### config.mk
export PLATFORM = sky130hd
export DESIGN_NAME = uart_tick_select
export DESIGN_NICKNAME = d
export VERILOG_FILES = /design/src/rtl/uart_tick_pkg.sv /design/src/rtl/ubrg_core.sv /design/src/rtl/ovf_halver.sv /design/src/rtl/fixed_prescale.sv /design/src/rtl/uart_tick_select.sv
export SDC_FILE = /design/constraint.sdc
export NUM_CORES = 1
export LEC_CHECK = 0
export ABC_AREA = 1
export BUFFER_PORTS_ARGS = -buffer_cell sky130_fd_sc_hd__buf_2
export CORE_AREA = 5 5 72 74
export CTS_BUF_LIST = sky130_fd_sc_hd__clkbuf_8
export CTS_CLUSTER_DIAMETER = 40
export DETAILED_ROUTE_END_ITERATION = 8
export DIE_AREA = 0 0 77 79
export PLACE_DENSITY = 0.68
export SYNTH_ARGS = -nofsm -noshare
export SYNTH_HDL_FRONTEND = slang
export SYNTH_HIERARCHICAL = 1
export SYNTH_SLANG_ARGS = --single-unit
export TNS_END_PERCENT = 1
### constraint.sdc
create_clock -name clk -period 2.6 [get_ports clk]
set_input_delay 0.52 -clock clk [delete_from_list [all_inputs] [get_ports clk]]
set_output_delay 0.52 -clock clk [all_outputs]
set_load 0.01 [all_outputs]
### src/rtl/uart_tick_pkg.sv
// Package: shared mode encoding and default sizes for the baud tick selector.
// Assumes the mode field is two bits wide and decoded exactly as listed.
package uart_tick_pkg;

    typedef enum logic [1:0] {
        MODE_SHIFT = 2'd0,
        MODE_TEN   = 2'd1,
        MODE_FIXED = 2'd2,
        MODE_VAR11 = 2'd3
    } uart_mode_e;

    localparam int unsigned BYTE_W      = 8;
    localparam int unsigned MIN_DIVISOR = 16;

endpackage

### src/rtl/ubrg_core.sv
// Module: dedicated baud divider. Holds two divisor bytes and counts down
// from the effective divisor (clamped to MIN_DIV). It emits a one-cycle
// strobe each time the counter reaches zero.
// Assumes: write strobes are synchronous to clk. A write restarts the count.
module ubrg_core #(
    parameter int unsigned REG_W   = 8,
    parameter int unsigned MIN_DIV = 16
) (
    input  logic             clk,
    input  logic             rst_n,
    input  logic [REG_W-1:0] hi_i,
    input  logic             hi_we_i,
    input  logic [REG_W-1:0] lo_i,
    input  logic             lo_we_i,
    output logic             tick_o
);
    localparam int unsigned DIV_W = 2 * REG_W;
    localparam logic [DIV_W-1:0] MIN_V = DIV_W'(MIN_DIV);

    logic [REG_W-1:0] hi_q, lo_q;
    logic [DIV_W-1:0] cnt_q;
    logic [DIV_W-1:0] div_cur, div_nxt, eff_cur, eff_nxt;

    // Raise any divisor below the minimum to the minimum.
    function automatic logic [DIV_W-1:0] clamp_div(input logic [DIV_W-1:0] d);
        return (d < MIN_V) ? MIN_V : d;
    endfunction

    // Form the present divisor and the divisor as it stands after this cycle's writes.
    always_comb begin
        div_cur = {hi_q, lo_q};
        div_nxt = {hi_we_i ? hi_i : hi_q, lo_we_i ? lo_i : lo_q};
        eff_cur = clamp_div(div_cur);
        eff_nxt = clamp_div(div_nxt);
    end

    // Store the divisor bytes.
    always_ff @(posedge clk) begin
        if (!rst_n) begin
            hi_q <= '0;
            lo_q <= '0;
        end else begin
            if (hi_we_i) hi_q <= hi_i;
            if (lo_we_i) lo_q <= lo_i;
        end
    end

    // Count down, reloading on zero or restarting on a divisor write.
    always_ff @(posedge clk) begin
        if (!rst_n)
            cnt_q <= MIN_V - DIV_W'(1);
        else if (hi_we_i || lo_we_i)
            cnt_q <= eff_nxt - DIV_W'(1);
        else if (cnt_q == '0)
            cnt_q <= eff_cur - DIV_W'(1);
        else
            cnt_q <= cnt_q - DIV_W'(1);
    end

    assign tick_o = (cnt_q == '0);

endmodule

### src/rtl/ovf_halver.sv
// Module: passes timer overflow pulses through, either all of them or every
// second one, according to the double-rate bit.
// Assumes: tmr_ovf_i is a single-cycle strobe. The phase flop tracks every pulse.
module ovf_halver (
    input  logic clk,
    input  logic rst_n,
    input  logic ovf_i,
    input  logic dbl_i,
    output logic tick_o
);
    logic phase_q;

    // Toggle the phase on each overflow pulse.
    always_ff @(posedge clk) begin
        if (!rst_n)     phase_q <= 1'b0;
        else if (ovf_i) phase_q <= ~phase_q;
    end

    assign tick_o = ovf_i & (dbl_i | phase_q);

endmodule

### src/rtl/fixed_prescale.sv
// Module: fixed-rate strobe, high every cycle (dbl_i = 1) or every other cycle.
// Assumes: nothing about its inputs; the phase flop runs freely.
module fixed_prescale (
    input  logic clk,
    input  logic rst_n,
    input  logic dbl_i,
    output logic tick_o
);
    logic phase_q;

    // Free-running alternating phase.
    always_ff @(posedge clk) begin
        if (!rst_n) phase_q <= 1'b0;
        else        phase_q <= ~phase_q;
    end

    assign tick_o = dbl_i | phase_q;

endmodule

### src/rtl/uart_tick_select.sv
// Module: top of the UART baud tick selector. Runs the three tick sources in
// parallel, chooses one by UART mode and source select, and registers the
// result onto tick_o.
// Assumes: mode, select and double-rate inputs are synchronous to clk.
module uart_tick_select
    import uart_tick_pkg::*;
#(
    parameter int unsigned REG_W   = BYTE_W,
    parameter int unsigned MIN_DIV = MIN_DIVISOR
) (
    input  logic             clk,
    input  logic             rst_n,
    input  logic             tmr_ovf_i,
    input  logic [1:0]       uart_mode_i,
    input  logic             src_sel_i,
    input  logic             dbl_rate_i,
    input  logic [REG_W-1:0] div_hi_i,
    input  logic             div_hi_we_i,
    input  logic [REG_W-1:0] div_lo_i,
    input  logic             div_lo_we_i,
    output logic             tick_o
);
    logic       gen_tick, tmr_tick, fix_tick, sel_tick, tick_q;
    uart_mode_e mode;

    assign mode = uart_mode_e'(uart_mode_i);

    ubrg_core #(.REG_W(REG_W), .MIN_DIV(MIN_DIV)) u_gen (
        .clk     (clk),
        .rst_n   (rst_n),
        .hi_i    (div_hi_i),
        .hi_we_i (div_hi_we_i),
        .lo_i    (div_lo_i),
        .lo_we_i (div_lo_we_i),
        .tick_o  (gen_tick)
    );

    ovf_halver u_tmr (
        .clk    (clk),
        .rst_n  (rst_n),
        .ovf_i  (tmr_ovf_i),
        .dbl_i  (dbl_rate_i),
        .tick_o (tmr_tick)
    );

    fixed_prescale u_fix (
        .clk    (clk),
        .rst_n  (rst_n),
        .dbl_i  (dbl_rate_i),
        .tick_o (fix_tick)
    );

    // Choose the tick source from the mode and the source select bit.
    always_comb begin
        case (mode)
            MODE_SHIFT: sel_tick = 1'b0;
            MODE_FIXED: sel_tick = fix_tick;
            default:    sel_tick = src_sel_i ? gen_tick : tmr_tick;
        endcase
    end

    // Register the selected tick onto the output.
    always_ff @(posedge clk) begin
        if (!rst_n) tick_q <= 1'b0;
        else        tick_q <= sel_tick;
    end

    assign tick_o = tick_q;

endmodule

==> results.sh, run 1 <==
export IMPL_first_global_vias=1880
export IMPL_crit_arrival_ns=2.45
export IMPL_hp_class="flop to flop"
export IMPL_ys_async_sr_fraction=0
export IMPL_slew_headroom=0.442
export IMPL_synth_compound_area_share=0.0935
export IMPL_crit_path_end_kind="flop"
export IMPL_overflow=0
export IMPL_status="finished, final reports clean"
export IMPL_clock_latency_ns=0.29
export IMPL_die_area_mm2=0.00608
export IMPL_cts_sinks=35
export IMPL_yosysTopAreaCell="dfxtp_1"
export IMPL_period_minus_slack_ns=2.27
export IMPL_wirelength_mm=5.01
export IMPL_drtAntennaViolNets=0
export IMPL_clkTransAtPathRegs_ns=0.07
export IMPL_fillCellCount=463
export IMPL_syn_nets=375
export IMPL_synthAdderAreaFrac=0.00584
export IMPL_tns_ns=0
export IMPL_yosysWarnings=6
export IMPL_drt_iter0_drc=122
export IMPL_netlist_area_leader_share=0.327
export IMPL_max_freq_ghz=0.441
export IMPL_initial_core_util=0.472
export IMPL_vias_per_cell=4.73
export IMPL_cts_repair_resized=0
export IMPL_synthMuxAreaShare=0.0140
export IMPL_p_int_w=0.00101
export IMPL_postSynthRegisterBits=35
export IMPL_nets=410
export IMPL_vias=2076
export IMPL_power_switching_w=0.000427
export IMPL_startpoint_type="flop"
export IMPL_crit_type="flop to flop"
export IMPL_grt_max_degree=25
export IMPL_rsz0062_at_grt="false"
export IMPL_place_congestion=0.850
export IMPL_synth_top_family_by_area="simple AND/OR/NAND/NOR gates"
export IMPL_synth_area_mm2=0.00214
export IMPL_diodes=0
export IMPL_power_density_mw_per_mm2=576
export IMPL_io_buffers=25
export IMPL_cts_root_buf="clkbuf_8"
export IMPL_holdPathStages=1
export IMPL_hpwl_mm=3.88
export IMPL_wire_per_inst_um=11.4
export IMPL_clkPwrFrac=0.360
export IMPL_synth_xor_area_frac=0.00409
export IMPL_rr_worst_depth=15
export IMPL_die_x_um=77
export IMPL_avgSynthCellArea_um2=6.13
export IMPL_worst_pin_slew_ns=0.836
export IMPL_synthTopCellsByArea="dfxtp_1 33%, nand2_1 20%, nor2_1 11%"
export IMPL_multi_input_area_mm2=0.00121
export IMPL_core_mm2=0.00454
export IMPL_worstPathMaxFanout=7
export IMPL_crit_required_ns=2.79
export IMPL_p_leak_nw=1.31
export IMPL_vdd_ir_drop_max_uv=290
export IMPL_p_sw_frac=0.298
export IMPL_std_cell_rows=25
export IMPL_maxCapViolCount=0
export IMPL_synth_seq_area_share=0.327
export IMPL_synth_cell_types=31
export IMPL_antenna_found_initial=0
export IMPL_combPwrFrac=0.218
export IMPL_maxSlewViolCount=0
export IMPL_cts_made_buffers=5
export IMPL_synth_edf_count=0
export IMPL_synthSimpleGateAreaFrac=0.448
export IMPL_drive_gt1_frac=0.184
export IMPL_fin_crit_sh=0.873
export IMPL_setup_slack_ns=0.331
export IMPL_grt_pass1_wl_mm=8.42
export IMPL_track_usage=0.172
export IMPL_setup_viol=0
export IMPL_drtPass1Iterations=4
export IMPL_postSynthCellCount=349
export IMPL_regArea_um2=701
export IMPL_clk_path_buf_depth=2
export IMPL_remaining_drc_errors=0
export IMPL_cts_hold_buffers_added=0
export IMPL_dp_slack_ns=0.0762
export IMPL_cts_tree="built"
export IMPL_die_h_um=79
export IMPL_cts_setup_buffers=0
export IMPL_seqPwrFrac=0.422
export IMPL_syn2layout_area_growth_pct=16.1
export IMPL_clock_skew_ns=0.00407
export IMPL_hold_violations=0
export IMPL_synth_ff_type="dfxtp_1"
export IMPL_io_pins=26
export IMPL_htreeDepth=2
registers in the layout (all words and copies together), names as in the netlist:
name	flops
tick_o	1
u_fix/phase_q	1
u_gen/cnt_q	16
u_gen/hi_q	8
u_gen/lo_q	8
u_tmr/phase_q	1
cell usage in the layout (no fill, tap or decap), types with 2 or more instances in the layout:
cell      Yosys  final
inv_1        45     45
nand3b_1      4      4
nand2_1     112    112
a21oi_2       2      2
o21ai_1       3      3
buf_2         3     25
clkbuf_8      0      6
a21oi_1      10     10
nor2_1       63     63
mux2i_1       3      3
nand2_2       4      4
nand4_1       2      2
nand3_1      18     18
nor2_2        5      5
inv_2         3      3
o21bai_1      2      2
nand3_2       4      4
dfxtp_1      35     35
buf_4         2     11
o21ai_2       2      2
nor2_4        5      5
o21ai_0      11     11
routing by layer:
layer / vias up / routed length (µm) / GRT usage
met5: - / 0 / 0
met4: 0 / 127 / 0.0825
met3: 14 / 235 / 0.0488
met2: 34 / 2090 / 0.265
met1: 890 / 2550 / 0.221
li1: 1138 / - / -
critical path, cell delays in order, from the launching register on:
cell and delay (ns):
dfxtp_1 0.32, nor2_1 0.10, nand2_1 0.07, nor2_2 0.26, nand2_1 0.13, inv_2 0.15, nand2_1 0.08, nand2_1 0.06
nand2_1 0.07, inv_2 0.09, ha_1 0.18, nand3_2 0.12, nor2_4 0.18, nand3_1 0.12, o21ai_0 0.17, nor2_1 0.05
metrics by stage:
stage	utilization	hold WS (ns)	power, W	cell area [µm²]	instances
after floorplan	-	0.389	0.000842	2140	349
final	0.548	0.419	0.00143	2480	439
after global routing	0.548	0.446	0.00152	2480	439
after detailed placement	0.522	0.407	0.000926	2370	431
after global placement	0.522	0.400	0.000922	2370	431
after CTS	0.548	0.418	0.00144	2480	439
cell usage after synthesis, types with 4 or more instances:
library cell and n:
a21oi_1 10, dfxtp_1 35, inv_1 45, nand2_1 112, nand2_2 4, nand3_1 18
nand3_2 4, nand3b_1 4, nor2_1 63, nor2_2 5, nor2_4 5, o21ai_0 11
area by class of cell:
cell class	count	area share
Clock buffer	6	0.0332
Clock inverter	2	0.0141
Inverter	48	0.0725
Multi-Input combinational cell	258	0.487
Sequential cell	35	0.282
Tap cell	54	0.0272
Timing Repair Buffer	36	0.0836
power groups by stage:
stage	sequential, W	combinational, W	clock [W]
6_report	0.000604	0.000313	0.000516
4_1_cts	0.000603	0.000312	0.000525
3_3_place_gp	0.000615	0.000307	0
5_1_grt	0.000608	0.000357	0.000558
3_5_place_dp	0.000615	0.000311	0
2_1_floorplan	0.000609	0.000234	0
final timing paths:
| check | endpoint | from | slack [ns] |
|---|---|---|---|
| setup / recovery | u_gen/cnt_q[10]$_SDFF_PN0_ | u_gen/cnt_q[13]$_SDFF_PN0_ | 0.33 |
| hold / removal | u_fix/phase_q$_SDFF_PN0_ | u_fix/phase_q$_SDFF_PN0_ | 0.42 |
| setup reg to reg | u_gen/cnt_q[10]$_SDFF_PN0_ | u_gen/cnt_q[13]$_SDFF_PN0_ | 0.33 |
| hold reg to reg | u_fix/phase_q$_SDFF_PN0_ | u_fix/phase_q$_SDFF_PN0_ | 0.42 |
cells by family after synthesis:
| logic type | after synthesis |
|---|---|
| AO/OA/AOI/OAI | 34 |
| XOR/XNOR | 1 |
| adder cells (fa/ha/maj) | 1 |
| buffers and inverters | 56 |
| flip-flops | 35 |
| multiplexers | 3 |
| AND/OR/NAND/NOR | 219 |
(Power assumes the default switching activity.)
==> inputs of run 2 (changes only) <==
--- a/config.mk
+++ b/config.mk
@@ -7,11 +7,11 @@
 export LEC_CHECK = 0
 export ABC_AREA = 1
 export BUFFER_PORTS_ARGS = -buffer_cell sky130_fd_sc_hd__buf_2
-export CORE_AREA = 5 5 72 74
+export CORE_AREA = 2 2 69 71
 export CTS_BUF_LIST = sky130_fd_sc_hd__clkbuf_8
 export CTS_CLUSTER_DIAMETER = 40
 export DETAILED_ROUTE_END_ITERATION = 8
-export DIE_AREA = 0 0 77 79
+export DIE_AREA = 0 0 71 73
 export PLACE_DENSITY = 0.68
 export SYNTH_ARGS = -nofsm -noshare
 export SYNTH_HDL_FRONTEND = slang
==> results.sh, run 2 (synthesis results as in run 1) <==
export IMPL_status="finished, final reports clean"
export IMPL_setup_viol=0
export IMPL_p_int_w=0.000870
export IMPL_clkTransAtPathRegs_ns=0.07
export IMPL_worstPathMaxFanout=11
export IMPL_wirelength_mm=4.80
export IMPL_cts_setup_buffers=0
export IMPL_crit_type="input port to flop"
export IMPL_htreeDepth=2
export IMPL_r2r_slack_ns=0.36
export IMPL_hp_class="flop to flop"
export IMPL_worst_path_buf_inv=3
export IMPL_p_leak_nw=1.28
export IMPL_nets=409
export IMPL_p_sw_frac=0.318
export IMPL_cts_hold_buffers_added=0
export IMPL_worst_pin_slew_ns=0.820
export IMPL_antenna_found_initial=0
export IMPL_clock_latency_ns=0.28
export IMPL_grt_max_degree=25
export IMPL_clk_path_buf_depth=2
export IMPL_die_area_mm2=0.00518
export IMPL_overflow=0
export IMPL_std_cell_rows=25
export IMPL_remaining_drc_errors=0
export IMPL_cts_made_buffers=5
export IMPL_place_congestion=0.836
export IMPL_reg_top3="u_gen/cnt_q: 16 flops, u_gen/hi_q: 8 flops, u_gen/lo_q: 8 flops"
export IMPL_slew_headroom=0.452
export IMPL_core_mm2=0.00454
export IMPL_fin_crit_sh=0.885
export IMPL_rsz0062_at_grt="false"
export IMPL_min_from="u_fix/phase_q$_SDFF_PN0_"
export IMPL_power_switching_w=0.000406
export IMPL_io_buffers=25
export IMPL_cts_root_buf="clkbuf_8"
export IMPL_max_stage_delay_ns=0.19
export IMPL_rr_worst_depth=15
export IMPL_critical_path_top_delay_family="simple AND/OR/NAND/NOR gates"
export IMPL_grt_pass1_wl_mm=8.09
export IMPL_path_common_cell="nand2_1"
export IMPL_final_common_cell="nand2_1"
export IMPL_final_cell_mix="112 x nand2_1, 63 x nor2_1, 46 x inv_1"
export IMPL_finalCoreUtilization=0.536
export IMPL_drive_gt1_frac=0.175
export IMPL_max_freq_ghz=0.434
export IMPL_hold_violations=0
export IMPL_maxCapViolCount=0
export IMPL_die_h_um=73
export IMPL_rr_startpoint="u_gen/cnt_q[15]$_SDFF_PN0_"
export IMPL_dp_slack_ns=0.0190
export IMPL_setup_slack_ns=0.298
export IMPL_first_global_vias=1796
export IMPL_holdPathStages=1
export IMPL_crit_required_ns=2.78
export IMPL_tns_ns=0
export IMPL_crit_chain="buf_2, inv_2, nand2_1, nand2_1, nand2_1, nor2_1, nand3_2, nand2_1, nand2_1, inv_2, ha_1, nand3_2, nor2_4, nand3_1, o21ai_0, nor2_1"
export IMPL_syn2layout_area_growth_pct=13.6
export IMPL_rr_endpoint="u_gen/cnt_q[10]$_SDFF_PN0_"
export IMPL_track_usage=0.197
export IMPL_diodes=0
export IMPL_crit_path_end_kind="flop"
export IMPL_dp_cells=430
export IMPL_startpoint_type="input port"
export IMPL_maxSlewViolCount=0
export IMPL_holdPathEnd="u_fix/phase_q$_SDFF_PN0_"
export IMPL_drtPass1Iterations=5
export IMPL_io_pins=26
export IMPL_cts_sinks=35
export IMPL_cts_tree="built"
export IMPL_cpMaxStageDelayCell="nor2_4"
export IMPL_period_minus_slack_ns=2.30
export IMPL_clock_skew_ns=0.00401
export IMPL_largest_register="u_gen/cnt_q"
export IMPL_die_x_um=71
export IMPL_drt_iter0_drc=142
export IMPL_seqPwrFrac=0.473
export IMPL_power_density_mw_per_mm2=525
export IMPL_wire_per_inst_um=11.0
export IMPL_combPwrFrac=0.245
export IMPL_cts_repair_resized=0
export IMPL_drtAntennaViolNets=0
export IMPL_layoutNonFillerInstCount=436
export IMPL_initial_core_util=0.472
export IMPL_fillCellCount=492
export IMPL_vdd_ir_drop_max_uv=195
export IMPL_crit_arrival_ns=2.48
export IMPL_largest_reg_flops=16
export IMPL_clkPwrFrac=0.283
export IMPL_vias_per_cell=4.68
export IMPL_hpwl_mm=3.76
export IMPL_vias=2041
## run 2: layout make-up
class | instances | area [µm²] | area share
tap | 54 | 67.6 | 0.0278
multi-input combinational | 258 | 1210 | 0.498
clock inverter | 1 | 3.75 | 0.00154
inverter | 48 | 180 | 0.0741
clock buffer | 5 | 68.8 | 0.0283
sequential | 35 | 701 | 0.288
timing repair buffer | 35 | 200 | 0.0823
## run 2: through the flow
step                power (W)  hold slack (ns)  cell area, µm²
detailed placement   0.000926            0.404            2360
global placement     0.000921            0.400            2360
floorplan            0.000842            0.389            2140
finish                0.00128            0.414            2430
CTS                   0.00128            0.413            2430
global route          0.00135            0.448            2430
## run 2: worst max path at each step
stage	start	cells after the start	slack (ns)	endpoint
3_3_place_gp	div_hi_we_i	16	0.10	u_gen/cnt_q[10]$_SDFF_PN0_
5_1_grt	div_hi_we_i	16	0.04	u_gen/cnt_q[10]$_SDFF_PN0_
6_report	div_hi_we_i	16	0.30	u_gen/cnt_q[10]$_SDFF_PN0_
4_1_cts	div_hi_we_i	15	0.32	u_gen/cnt_q[10]$_SDFF_PN0_
2_1_floorplan	div_lo_we_i	14	0.31	u_gen/cnt_q[10]$_SDFF_PN0_
3_5_place_dp	div_hi_we_i	16	0.02	u_gen/cnt_q[10]$_SDFF_PN0_
## run 2: power groups by stage
stage / clock (W) / sequential (W) / combinational [W]
global placement: 0 / 0.000615 / 0.000306
finish: 0.000361 / 0.000603 / 0.000313
global route: 0.000384 / 0.000610 / 0.000360
CTS: 0.000364 / 0.000603 / 0.000313
floorplan: 0 / 0.000609 / 0.000234
detailed placement: 0 / 0.000615 / 0.000311
## run 2: layer usage
| metal | vias to the layer above | share of wire | global-route usage |
|---|---|---|---|
| met1 | 862 | 0.51 | 0.275 |
| li1 | 1134 | - | - |
| met2 | 41 | 0.43 | 0.309 |
| met4 | 0 | 0.0092 | 0.0608 |
| met3 | 4 | 0.045 | 0.0359 |
| met5 | - | 0 | 0 |
==> inputs of run 3 (changes only) <==
--- a/config.mk
+++ b/config.mk
@@ -12,7 +12,7 @@
 export CTS_CLUSTER_DIAMETER = 40
 export DETAILED_ROUTE_END_ITERATION = 8
 export DIE_AREA = 0 0 71 73
-export PLACE_DENSITY = 0.68
+export PLACE_DENSITY_LB_ADDON = 0.12
 export SYNTH_ARGS = -nofsm -noshare
 export SYNTH_HDL_FRONTEND = slang
 export SYNTH_HIERARCHICAL = 1
==> results.sh, run 3 (synthesis results as in run 1) <==
export IMPL_status="finished, final reports clean"
export IMPL_overflow=0
export IMPL_final_cell_mix="112 x nand2_1, 63 x nor2_1, 45 x inv_1"
export IMPL_grt_max_degree=25
export IMPL_regArea_um2=701
export IMPL_drtPass1Iterations=4
export IMPL_diodes=0
export IMPL_crit_type="input port to flop"
export IMPL_critical_path_top_delay_family="simple AND/OR/NAND/NOR gates"
export IMPL_cpMaxStageDelayCell="nor2_4"
export IMPL_seqPwrFrac=0.422
export IMPL_tns_ns=0
export IMPL_drive_gt1_frac=0.184
export IMPL_remaining_drc_errors=0
export IMPL_io_pins=26
export IMPL_setup_slack_ns=0.345
export IMPL_max_stage_delay_ns=0.19
export IMPL_hp_class="flop to flop"
export IMPL_std_cell_rows=25
export IMPL_hold_violations=0
export IMPL_nets=410
export IMPL_design_power_total_w=0.00143
export IMPL_period_minus_slack_ns=2.26
export IMPL_dp_slack_ns=0.0537
export IMPL_largest_register="u_gen/cnt_q"
export IMPL_max_freq_ghz=0.443
export IMPL_combPwrFrac=0.218
export IMPL_rsz0062_at_grt="false"
export IMPL_die_area_mm2=0.00518
export IMPL_wirelength_mm=4.94
export IMPL_drt_iter0_drc=134
export IMPL_slew_headroom=0.439
export IMPL_vias_per_cell=4.61
export IMPL_crit_required_ns=2.79
export IMPL_track_usage=0.202
export IMPL_reg_top3="u_gen/cnt_q: 16 flops, u_gen/hi_q: 8 flops, u_gen/lo_q: 8 flops"
export IMPL_maxCapViolCount=0
export IMPL_multi_input_area_mm2=0.00121
export IMPL_cts_root_buf="clkbuf_8"
export IMPL_initial_core_util=0.472
export IMPL_startpoint_type="input port"
export IMPL_vias=2022
export IMPL_path_common_cell="nand2_1"
export IMPL_power_density_mw_per_mm2=577
export IMPL_antenna_found_initial=0
export IMPL_largest_reg_flops=16
export IMPL_cts_tree="built"
export IMPL_setup_viol=0
export IMPL_fin_crit_sh=0.867
export IMPL_cts_setup_buffers=0
export IMPL_hpwl_mm=3.86
export IMPL_clkTransAtPathRegs_ns=0.07
export IMPL_p_leak_nw=1.31
export IMPL_crit_path_end_kind="flop"
export IMPL_fillCellCount=473
export IMPL_cts_made_buffers=5
export IMPL_crit_arrival_ns=2.44
export IMPL_worstPathMaxFanout=11
export IMPL_die_h_um=73
export IMPL_maxSlewViolCount=0
export IMPL_final_common_cell="nand2_1"
export IMPL_cts_hold_buffers_added=0
export IMPL_syn2layout_area_growth_pct=16.1
export IMPL_worst_path_buf_inv=3
export IMPL_htreeDepth=2
export IMPL_core_mm2=0.00454
export IMPL_worst_pin_slew_ns=0.840
export IMPL_die_x_um=71
export IMPL_clkPwrFrac=0.361
export IMPL_crit_chain="buf_2, inv_2, nand2_1, o21ai_1, nand2_1, nor2_2, nand3_2, nand2_1, nand2_1, inv_2, ha_1, nand3_2, nor2_4, nand3_1, o21ai_0, nor2_1"
export IMPL_clk_path_buf_depth=2
export IMPL_clock_latency_ns=0.29
export IMPL_p_int_w=0.00101
export IMPL_wire_per_inst_um=11.3
export IMPL_cts_repair_resized=0
export IMPL_power_switching_w=0.000428
export IMPL_drtAntennaViolNets=0
export IMPL_p_sw_frac=0.298
export IMPL_cts_sinks=35
export IMPL_place_congestion=0.800
export IMPL_first_global_vias=1852
export IMPL_clock_skew_ns=0.00450
export IMPL_grt_pass1_wl_mm=8.23
export IMPL_io_buffers=25
export IMPL_vdd_ir_drop_max_uv=233
==> run 3: cell count changes in the layout (fill, tap and decap cells not counted), sizes merged <==
cell	previous run	this run
buf	35	36
bufinv	0	1
clkbuf	5	6
clkinv	0	1
inv	49	48
==> run 3: layout make-up <==
cell class / instances / share of cell area
clock buffers: 6 / 0.0332
multi-input cells: 258 / 0.487
well taps: 54 / 0.0272
clock inverters: 2 / 0.0141
flip-flops and latches: 35 / 0.282
repair buffers: 36 / 0.0836
inverters: 48 / 0.0725
==> run 3: power by group through the flow <==
stage / Sequential (W) / Combinational, W / Clock, W
after floorplan: 0.000609 / 0.000234 / 0
after global placement: 0.000616 / 0.000309 / 0
after detailed placement: 0.000616 / 0.000311 / 0
after CTS: 0.000604 / 0.000313 / 0.000528
after global routing: 0.000609 / 0.000358 / 0.000547
final: 0.000604 / 0.000312 / 0.000517
==> run 3: worst register-to-register path, delay by kind of cell (launching register included) <==
family,cells,cell delay [ns]
AO/OA/AOI/OAI,1,0.17
flip-flops,1,0.32
buffers and inverters,2,0.22
AND/OR/NAND/NOR,11,1.23
adder cells (fa/ha/maj),1,0.18
==> run 3: final timing paths <==
check | from | to | slack (ns) | cells past startpoint
worst min register to register | u_fix/phase_q$_SDFF_PN0_ | u_fix/phase_q$_SDFF_PN0_ | 0.41 | 1
worst min-delay path | u_fix/phase_q$_SDFF_PN0_ | u_fix/phase_q$_SDFF_PN0_ | 0.41 | 1
worst max register to register | u_gen/cnt_q[13]$_SDFF_PN0_ | u_gen/cnt_q[10]$_SDFF_PN0_ | 0.36 | 15
worst max-delay path | div_hi_we_i | u_gen/cnt_q[10]$_SDFF_PN0_ | 0.34 | 16
==> run 3: stage by stage <==
stage	instances	hold WS, ns	instance area (µm²)	utilization
2_1_floorplan	349	0.389	2140	-
3_3_place_gp	431	0.399	2370	0.522
3_5_place_dp	431	0.404	2370	0.522
4_1_cts	439	0.414	2480	0.548
5_1_grt	439	0.424	2480	0.548
6_report	439	0.411	2480	0.548
==> run 3: layer usage <==
layer | global-route usage | part of all wire | vias to the layer above
met3 | 0.0387 | 0.049 | 4
li1 | - | - | 1141
met5 | 0 | 0 | -
met2 | 0.323 | 0.43 | 40
met1 | 0.278 | 0.52 | 837
met4 | 0.0629 | 0.0085 | 0
